--- src/rtl/shf_pkg.sv ---
package shf_pkg;

  typedef enum logic [2:0] {
    OP_PASS = 3'd0,
    OP_ASR  = 3'd1,
    OP_CSL  = 3'd2,
    OP_CSR  = 3'd3,
    OP_LSL  = 3'd4,
    OP_LSR  = 3'd5,
    OP_ROL  = 3'd6,
    OP_ROR  = 3'd7
  } shf_op_e;

  function automatic logic op_is_rot(input shf_op_e o);
    return (o == OP_ROL) || (o == OP_ROR);
  endfunction

  function automatic logic op_is_left(input shf_op_e o);
    return (o == OP_CSL) || (o == OP_LSL) || (o == OP_ROL);
  endfunction

  function automatic logic op_tracks_sign(input shf_op_e o);
    return (o == OP_CSL) || (o == OP_CSR) || (o == OP_LSL) || (o == OP_LSR);
  endfunction

endpackage

--- src/rtl/shf_count.sv ---
module shf_count import shf_pkg::*; #(
  parameter int W     = 16,
  parameter int IMM_W = $clog2(W),
  parameter int CW    = $clog2(W) + 1
) (
  input  logic             use_reg,
  input  logic [IMM_W-1:0] imm_cnt,
  input  logic [W-1:0]     reg_cnt,
  input  logic             rotate,
  output logic [CW-1:0]    amt,
  output logic             zero_amt,
  output logic [W-1:0]     vac_lo,
  output logic [W-1:0]     vac_hi
);

  localparam logic [CW-1:0] FULL   = CW'(W);
  localparam logic [W-1:0]  FULL_W = W'(W);

  logic reg_sat;
  assign reg_sat = (reg_cnt >= FULL_W);

  always_comb begin
    if (!use_reg) begin
      amt = (imm_cnt == '0) ? FULL : {1'b0, imm_cnt};
    end else if (rotate) begin
      amt = {1'b0, reg_cnt[IMM_W-1:0]};
    end else if (reg_sat) begin
      amt = FULL;
    end else begin
      amt = reg_cnt[CW-1:0];
    end
  end

  assign zero_amt = (amt == '0);

  // Vacated positions: low bits for left moves, high bits for right moves.
  for (genvar i = 0; i < W; i++) begin : g_vac
    assign vac_lo[i] = (int'(amt) > i);
    assign vac_hi[i] = ((int'(amt) + i) >= W);
  end

endmodule

--- src/rtl/shf_core.sv ---
module shf_core import shf_pkg::*; #(
  parameter int W  = 16,
  parameter int CW = $clog2(W) + 1
) (
  input  shf_op_e       op,
  input  logic [W-1:0]  operand,
  input  logic [CW-1:0] amt,
  input  logic          cin,
  output logic [W-1:0]  shifted,
  output logic          last_out
);

  // Right funnel: {fill, value, guard} moved right; the guard slot catches the last bit out.
  function automatic logic [W:0] go_right(input logic [W-1:0] v, input logic [W-1:0] f,
                                          input logic [CW-1:0] n);
    logic [2*W:0] ext;
    ext = {f, v, 1'b0} >> n;
    return {ext[0], ext[W:1]};
  endfunction

  // Left funnel: {guard, value, fill} moved left; the guard slot catches the last bit out.
  function automatic logic [W:0] go_left(input logic [W-1:0] v, input logic [W-1:0] f,
                                         input logic [CW-1:0] n);
    logic [2*W:0] ext;
    ext = {1'b0, v, f} << n;
    return {ext[2*W], ext[2*W-1:W]};
  endfunction

  logic [W-1:0] fill;
  logic [W:0]   moved;

  always_comb begin
    unique case (op)
      OP_ASR:         fill = {W{operand[W-1]}};
      OP_CSL, OP_CSR: fill = {W{cin}};
      OP_ROL, OP_ROR: fill = operand;
      default:        fill = '0;
    endcase
  end

  always_comb begin
    if (op == OP_PASS) begin
      moved = {1'b0, operand};
    end else if (op_is_left(op)) begin
      moved = go_left(operand, fill, amt);
    end else begin
      moved = go_right(operand, fill, amt);
    end
  end

  assign shifted  = moved[W-1:0];
  assign last_out = moved[W];

endmodule

--- src/rtl/shf_flags.sv ---
module shf_flags import shf_pkg::*; #(
  parameter int W = 16
) (
  input  shf_op_e      op,
  input  logic         op_sign,
  input  logic [W-1:0] shifted,
  input  logic         last_out,
  input  logic         zero_amt,
  input  logic         cin,
  output logic         n_out,
  output logic         z_out,
  output logic         v_out,
  output logic         c_out
);

  logic keep_c;
  assign keep_c = op_is_rot(op) || (op == OP_PASS) || zero_amt;

  assign n_out = shifted[W-1];
  assign z_out = (shifted == '0);
  assign v_out = op_tracks_sign(op) && (shifted[W-1] != op_sign);
  assign c_out = keep_c ? cin : last_out;

endmodule

--- src/rtl/shf16_unit.sv ---
module shf16_unit import shf_pkg::*; #(
  parameter int WIDTH = 16,
  parameter int IMM_W = $clog2(WIDTH),
  parameter int CW    = $clog2(WIDTH) + 1
) (
  input  logic             clk,
  input  logic             rst_n,
  input  logic             in_valid,
  input  logic [2:0]       op_sel,
  input  logic [WIDTH-1:0] operand,
  input  logic [IMM_W-1:0] imm_cnt,
  input  logic [WIDTH-1:0] reg_cnt,
  input  logic             use_reg,
  input  logic             carry_in,
  output logic             out_valid,
  output logic [WIDTH-1:0] result,
  output logic             flag_n,
  output logic             flag_z,
  output logic             flag_v,
  output logic             flag_c
);

  shf_op_e          op_e;
  logic [CW-1:0]    amt;
  logic             zero_amt;
  logic [WIDTH-1:0] vac_lo, vac_hi;
  logic [WIDTH-1:0] shifted;
  logic             last_out;
  logic             n_d, z_d, v_d, c_d;

  assign op_e = shf_op_e'(op_sel);

  shf_count #(.W(WIDTH), .IMM_W(IMM_W), .CW(CW)) u_count (
    .use_reg  (use_reg),
    .imm_cnt  (imm_cnt),
    .reg_cnt  (reg_cnt),
    .rotate   (op_is_rot(op_e)),
    .amt      (amt),
    .zero_amt (zero_amt),
    .vac_lo   (vac_lo),
    .vac_hi   (vac_hi)
  );

  shf_core #(.W(WIDTH), .CW(CW)) u_core (
    .op       (op_e),
    .operand  (operand),
    .amt      (amt),
    .cin      (carry_in),
    .shifted  (shifted),
    .last_out (last_out)
  );

  shf_flags #(.W(WIDTH)) u_flags (
    .op       (op_e),
    .op_sign  (operand[WIDTH-1]),
    .shifted  (shifted),
    .last_out (last_out),
    .zero_amt (zero_amt),
    .cin      (carry_in),
    .n_out    (n_d),
    .z_out    (z_d),
    .v_out    (v_d),
    .c_out    (c_d)
  );

  // Captured request, kept as named state for the checks below.
  shf_op_e          op_q;
  logic [WIDTH-1:0] operand_q;
  logic             cin_q;
  logic             zero_q;
  logic [WIDTH-1:0] vac_lo_q, vac_hi_q;

  always_ff @(posedge clk) begin
    if (!rst_n) begin
      out_valid <= 1'b0;
      result    <= '0;
      flag_n    <= 1'b0;
      flag_z    <= 1'b0;
      flag_v    <= 1'b0;
      flag_c    <= 1'b0;
      op_q      <= OP_PASS;
      operand_q <= '0;
      cin_q     <= 1'b0;
      zero_q    <= 1'b0;
      vac_lo_q  <= '0;
      vac_hi_q  <= '0;
    end else begin
      out_valid <= in_valid;
      if (in_valid) begin
        result    <= shifted;
        flag_n    <= n_d;
        flag_z    <= z_d;
        flag_v    <= v_d;
        flag_c    <= c_d;
        op_q      <= op_e;
        operand_q <= operand;
        cin_q     <= carry_in;
        zero_q    <= zero_amt && use_reg;
        vac_lo_q  <= vac_lo;
        vac_hi_q  <= vac_hi;
      end
    end
  end

  p_valid_next_r1: assert property (@(posedge clk) disable iff (!rst_n)
    in_valid |=> out_valid);

  p_idle_hold_r1: assert property (@(posedge clk) disable iff (!rst_n)
    !in_valid |=> (!out_valid && $stable(result) && $stable(flag_c)));

  p_asr_sign_fill_r4: assert property (@(posedge clk) disable iff (!rst_n)
    (out_valid && op_q == OP_ASR) |->
      ((result & vac_hi_q) == ({WIDTH{operand_q[WIDTH-1]}} & vac_hi_q)));

  p_lsl_zero_fill_r5: assert property (@(posedge clk) disable iff (!rst_n)
    (out_valid && op_q == OP_LSL) |-> ((result & vac_lo_q) == '0));

  p_lsr_zero_fill_r5: assert property (@(posedge clk) disable iff (!rst_n)
    (out_valid && op_q == OP_LSR) |-> ((result & vac_hi_q) == '0));

  p_csl_carry_fill_r6: assert property (@(posedge clk) disable iff (!rst_n)
    (out_valid && op_q == OP_CSL) |->
      ((result & vac_lo_q) == ({WIDTH{cin_q}} & vac_lo_q)));

  p_csr_carry_fill_r6: assert property (@(posedge clk) disable iff (!rst_n)
    (out_valid && op_q == OP_CSR) |->
      ((result & vac_hi_q) == ({WIDTH{cin_q}} & vac_hi_q)));

  p_v_clear_r8: assert property (@(posedge clk) disable iff (!rst_n)
    (out_valid && (op_q == OP_ASR || op_q == OP_PASS)) |-> !flag_v);

  p_rot_keeps_bits_r9: assert property (@(posedge clk) disable iff (!rst_n)
    (out_valid && (op_q == OP_ROL || op_q == OP_ROR)) |->
      (($countones(result) == $countones(operand_q)) && flag_c == cin_q && !flag_v));

  p_nz_track_r10: assert property (@(posedge clk) disable iff (!rst_n)
    out_valid |-> (flag_z == (result == '0) && flag_n == result[WIDTH-1]));

  p_zero_amt_r11: assert property (@(posedge clk) disable iff (!rst_n)
    (out_valid && zero_q) |-> (result == operand_q && flag_c == cin_q && !flag_v));

  p_pass_r12: assert property (@(posedge clk) disable iff (!rst_n)
    (out_valid && op_q == OP_PASS) |-> (result == operand_q && flag_c == cin_q));

endmodule

--- config.mk ---
export PLATFORM = sky130hd
export DESIGN_NAME = shf16_unit
export DESIGN_NICKNAME = d
export VERILOG_FILES = /design/src/rtl/shf_pkg.sv /design/src/rtl/shf_count.sv /design/src/rtl/shf_core.sv /design/src/rtl/shf_flags.sv /design/src/rtl/shf16_unit.sv
export SDC_FILE = /design/constraint.sdc
export NUM_CORES = 1
export LEC_CHECK = 0
export ABC_AREA = 1
export BUFFER_PORTS_ARGS = -buffer_cell sky130_fd_sc_hd__clkbuf_2
export CAP_MARGIN = 30
export CELL_PAD_IN_SITES_DETAIL_PLACEMENT = 1
export CELL_PAD_IN_SITES_GLOBAL_PLACEMENT = 1
export CORE_ASPECT_RATIO = 1.5
export CORE_UTILIZATION = 35
export DETAILED_ROUTE_END_ITERATION = 7
export PLACE_DENSITY = 0.89
export SLEW_MARGIN = 40
export SYNTH_ARGS = -nofsm -noshare
export SYNTH_HDL_FRONTEND = slang
export SYNTH_SLANG_ARGS = --single-unit
export TNS_END_PERCENT = 30
--- constraint.sdc ---
create_clock -name clk -period 2.1 [get_ports clk]
set_input_delay 0.315 -clock clk [delete_from_list [all_inputs] [get_ports clk]]
set_output_delay 0.315 -clock clk [all_outputs]
set_load 0.02 [all_outputs]
# Word level (Yosys, flattened, before mapping)
# Index checks and enable logic that the tools add are counted.
# Widths: inputs -> output; s select.
classes:
  shifts: 2
  muxes: 8
  reduce_logical: 15
  n_eq_ne: 8
  n_lt_le_gt_ge: 1
ops:
  columns: ["cell", "count"]
  rows:
  - ["$pmux 16 s3", 1]
  - ["$mux 17", 2]
  - ["$shl 32x5->33", 1]
  - ["$shr 33x5->17", 1]
  - ["$mux 5", 4]
  - ["$ge 16x5->1 const B", 1]
  - ["$logic_not 16->1", 1]
  - ["$eq 3x3->1 const B", 4]
  - ["$logic_or 1x1->1", 8]
  - ["$eq 3x2->1 const B", 2]
  - ["$logic_not 5->1", 1]
  - ["$logic_not 4->1", 1]
  - ["$reduce_or 2->1", 2]
  - ["$eq 3x1->1 const B", 1]
  - ["$logic_not 3->1", 1]
  - ["$logic_and 1x1->1", 1]
  - ["$mux 1", 1]
  - ["$ne 1x1->1", 1]
totals:
  inputBits: 44
  ff_bits: 21

# Logic depth before layout (Yosys ltp)
logic_depth:
  word_depth: 9
  depth_mapped: 23
  ltp_nobuf: 22

# Hierarchy
# From an unflattened synthesis, not the netlist that was laid out.
unflattened:
  hier_cells: 1066
  area_unflattened_um2: 5270.1
modules_own_cells:
  columns: ["mod", "area_each_um2", "instances", "cells_each"]
  rows:
  - ["shf_core", 3653.5, 1, 807]
  - ["shf16_unit", 928.4, 1, 132]
  - ["shf_count", 520.5, 1, 87]
  - ["shf_flags", 167.7, 1, 40]

# Least setup slack after synthesis
# No wires, ideal clock.
synth_path:
  kind: "input-to-reg"
  start: "input port reg_cnt[13]"
  end: "register flag_z"
  stages: 21
  n_path_buf: 1
  t_arrival_ns: 1.911
  setup_time_ns: 0.113
  slack_ns: 0.076
  path_cell_list: "nor2_1 -> nand2_1 -> nor2_2 -> nand2_2 -> nand2_2 -> nand2_4 -> nand2_4 -> buf_6 -> nand2_1 -> nand3_1 -> nand3_1 -> nand2_1 -> nand2_1 -> nand3_1 -> nand2_1 -> o21ai_1 -> nor2_1 -> nand2_1 -> nor2_1 -> nand3_1 -> nand2_1"
synth_between:
  elab_chain_cells: 8
  word_cells_on_any_way: 9
  classes_between: "order compare (1); shift (2); mux (5); reduce/logical (1)"
synth_rtl:
  columns: ["element", "line_no", "text"]
  rows:
  - ["start: declaration", "shf16_unit.sv:12", "input logic [WIDTH-1:0] reg_cnt,"]
  - ["$ge 16x5->1 (*)", "shf_count.sv:20", "assign reg_sat = (reg_cnt >= FULL_W);"]
  - ["$mux 5 (*)", "shf_count.sv:27", "end else if (reg_sat) begin"]
  - ["$mux 5 (*)", "shf_count.sv:25", "end else if (rotate) begin"]
  - ["$mux 5 (*)", "shf_count.sv:23", "if (!use_reg) begin"]
  - ["$shr 33x5->17 or $shl 32x5->33 (tied branches)", "shf_core.sv:17, shf_core.sv:25", null]
  - ["$mux 17 (*)", "shf_core.sv:44", "end else if (op_is_left(op)) begin"]
  - ["$mux 17 (*)", "shf_core.sv:42", "if (op == OP_PASS) begin"]
  - ["$logic_not 16->1 (*)", "shf_flags.sv:20", "assign z_out = (shifted == '0);"]
  - ["end signal: assignment", "shf16_unit.sv:92", "flag_z <= z_d;"]
  - ["end: declaration", "shf16_unit.sv:18", "output logic flag_z,"]
# Mark *: on every way between the ends. The rest lies on a longest branch, timed or not.
# A chain may end at the register's enable or synchronous reset.

# Final worst setup path
layout_path:
  start: "input port op_sel[1]"
  end: "register flag_z"
layout_between:
  elab_chain_cells: 8
  word_cells_on_any_way: 20
  classes_between: "eq/ne (6); shift (2); mux (5); reduce/logical (7)"
layout_rtl:
  columns: ["element", "line_no", "text"]
  rows:
  - ["start: declaration", "shf16_unit.sv:9", "input logic [2:0] op_sel,"]
  - ["$eq 3x3->1 (on tied branches)", "shf_pkg.sv:15, shf_pkg.sv:19, shf_core.sv:33", null]
  - ["$logic_or 1x1->1", "shf_pkg.sv:15", "return (o == OP_ROL) || (o == OP_ROR);"]
  - ["$mux 5", "shf_count.sv:25", null]
  - ["$mux 5", "shf_count.sv:23", null]
  - ["$shr 33x5->17 or $shl 32x5->33 (tied branches)", "shf_core.sv:17, shf_core.sv:25", null]
  - ["$mux 17", "shf_core.sv:44", null]
  - ["$mux 17 (*)", "shf_core.sv:42", null]
  - ["$logic_not 16->1 (*)", "shf_flags.sv:20", null]
# Marked as above.

==> results.md <==
* Critical Path Max Stage Delay at 0.26 ns
* Syn_nets at ~800
* Clock Latency Late Sink at ~0.27 ns
* Nets@finish at 953
* Uppermost layer routed: met5
* Initial Utilization at 35.8%
* Setup ws final at -0.990 ns
* Global-route wire length before repair at 38500 um
* Crit path capture type: register
* Cts bufs inserted at 3
* Antenna-violating nets left at 0
* Post-Syn Area at 3940 um2
* Multi-input gate area at 4040 um2
* Detailed Place HPWL at between 15000 and 20000 um
* Least-Margin Pin Slew at approximately 0.65 ns
* WL final at 32200 um
* Critical Path Source Type: primary input
* Met3 routed WL at 4880 um
* Sink Count at 20
* Most common cell in the netlist: nand3_1
* Initial DRC count at 1274
* Maximum Capacitance Violations at 0
* Min cycle time layout at 3.09 ns
* Most used DFF post-synth: dfxtp_1
* Synth async-reset ratio at 0%
* Status: finished with violations
* Avg WL per Cell at 30.6 um
* Seq/Total Area, Yosys at 10.2%
* Met1 WL at approximately 9500 um
* Share of the synthesized area in the top cell type at about a third
* Worst-path clk slew at 0.06 ns
* Via count of the first global-routing pass at ~7k
* CTS Buffer Depth at 2
* Filler Cells Inserted at around 1.5k
* CTS H-tree depth at 1
* DP Worst Slack at -0.542 ns
* Top post-synthesis cells by area: nand3_1 (35%), nand2_1 (25%), dfxtp_1 (10%)
* Top cell by count, worst path: nand2_1
* Power Total at approximately 0.0035 W
* Area growth syn-to-layout at 64.6%
* Port-buffer cells at 64
* Core area at 11000 um2
* Max Slew Vio Count at 0
* Unrepaired setup endpoints after global routing: yes
* N_diodes at 0
* Pre-antenna DRT Iters at 8
* Rows at 47
* Largest area contributor in the netlist: nand3_1
* Worst min-delay path class: in2reg
* Peak supply drop at roughly 0.00022 V
* Worst slew margin at between 50 and 60%
* Routed vias at 7579
* Setup Viol. Count Final at 19
* Post-synthesis cell type count at 32
* Storage element area at 400 um2
* Met2 Wirelength at about 13000 um
* Fin area at approximately 6500 um2
* Violated checks: negative setup slack
* Total gr overflow at 0
* Synth warnings at 0
* Total GRT Usage at 44.2%
* Die area at 11700 um2
* Setup CP Type: in2reg
* Critical path data required time at ~2.3 ns
* Gpl congestion at between 1 and 1.5
* Worst hold slack at 0.372 ns
* Commonest cells post-synth: nand3_1 (275), nand2_1 (260), nor2_1 (42), inv_1 (32), buf_2 (23)
* Clock Tree Root: clkbuf_16
* Critical-path cell list: clkbuf_2 > nand2_4 > clkinvlp_4 > buf_12 > nand2_1 > nand2_1 > nand3_4 > nand3_1 > nand3_1 > nand2_1 > nand2_1 > nand2_1 > nor2_2 > o21ai_2 > nor2_1 > nand2_1 > nor2_1 > nand3_1 > nand2_1
* Slowest CP cell: nand2_1
* Number of synthesized flops with an enable pin at 0
* Pin count of the biggest net entering global routing at 30
* Pwr dens at 540 nW/um2
* Fin util at 58.9%
* Clk_skew at 0 ns
* I/O pins at 65
* Average size of a mapped cell at 5.13 um2
* Initial antenna violation count at 1
* DR DRC count at 0
* Final Cycle Share at 147%
* Die X at between 80 and 90 um
* Final Hold Viols at 0
* FF+latch count, synth at 20
* Fmax at 324 MHz
* DIE HEIGHT at 132 um
* Buf/Inv on CP at 3
* Delay-heaviest family, CP: simple AND/OR/NAND/NOR gates
* Critical Path AT at between 3 and 4 ns
* P_leak at approximately 3.3 nW
* Synth Instances at between 700 and 800
* Worst Path Max Fanout at 12
* Via density at 7.18
* CTS tree: built
* DP Area at 5040 um2
* Share of post-route cells with drive strength above 1 at 44.4%
-- final cells by class --
| type | count | area share (%) |
|---|---|---|
| Inverter | 39 | 2.76 |
| Clock inverter | 1 | 0.464 |
| Tap cell | 147 | 2.84 |
| Multi-Input combinational cell | 662 | 62.4 |
| Clock buffer | 3 | 1.16 |
| Timing Repair Buffer | 183 | 24.2 |
| Sequential cell | 20 | 6.18 |
-- stage by stage --
stage | TNS (ns) | instances
after floorplan | 0 | 767
after global routing | -8.59 | 1055
final | -7.41 | 1055
after global placement | -5.32 | 1033
after detailed placement | -7.02 | 1033
after CTS | -0.546 | 1046
-- placed cells by master, fill, tap and decap left out, types with 2 or more instances in the layout --
master	count
o21ai_2	4
nand2_4	15
o21ai_1	6
nor2_1	29
nand3_2	89
nand2_1	207
buf_12	15
buf_6	11
buf_4	87
nand3_1	173
dfxtp_1	20
a21oi_2	7
nand2_2	50
a31oi_1	2
nand2_8	2
nand3_4	17
inv_2	7
o21ai_0	9
clkbuf_16	6
inv_1	29
a21oi_1	7
buf_16	3
nand4_1	4
a22o_1	11
nor2_4	4
nor2_2	14
clkbuf_2	63
nand3b_1	3
-- layer usage --
layer  vias to the layer above  GRT usage (%)
met1                      3466           45.8
met5                         -          0.909
met3                       407           18.0
li1                       2877              -
met2                       823           67.7
met4                         6           37.1
-- flip-flops by register name, indices dropped and copies added (netlist names) --
signal     flops
out_valid      1
flag_z         1
flag_v         1
flag_c         1
result        16
-- where the power goes --
part           internal, W  switching (W)
Clock             0.000379       0.000164
Combinational     0.000871        0.00164
Sequential        0.000415      0.0000247
-- cells by family (layout without fill, tap and decap cells) --
| logic type | count (synthesis) | in the layout | share of synthesized area (%) |
|---|---|---|---|
| flip-flops | 20 | 20 | 10.2 |
| AND/OR/NAND/NOR | 612 | 612 | 70.8 |
| buffers and inverters | 85 | 226 | 11.3 |
| AO/OA/AOI/OAI | 50 | 50 | 7.79 |
-- worst min-delay path, delay by kind of cell --
family / cells / cell delay (ns)
compound gates: 1 / 0.09
buf+inv: 1 / 0.10
simple gates: 1 / 0.08
-- path summary, 6_finish.rpt --
check / to / from / slack, ns / cells after the start
max: flag_z / op_sel[1] / -0.99 / 19
min: flag_c / carry_in / 0.37 / 3
max reg2reg: flag_c / flag_c / 1.37 / 2
min reg2reg: result[7] / result[7] / 0.49 / 1
-- what timing repair did --
| action | in CTS | in global routing |
|---|---|---|
| gates resized for setup | 92 | 160 |
| endpoints found under the setup margin | 19 | 19 |
| hold buffers | 0 | 0 |
| cloned | 4 | 3 |
| buffers inserted | 5 | 7 |
| pin swaps | 14 | 34 |
Power figures use the tool's default switching activity.
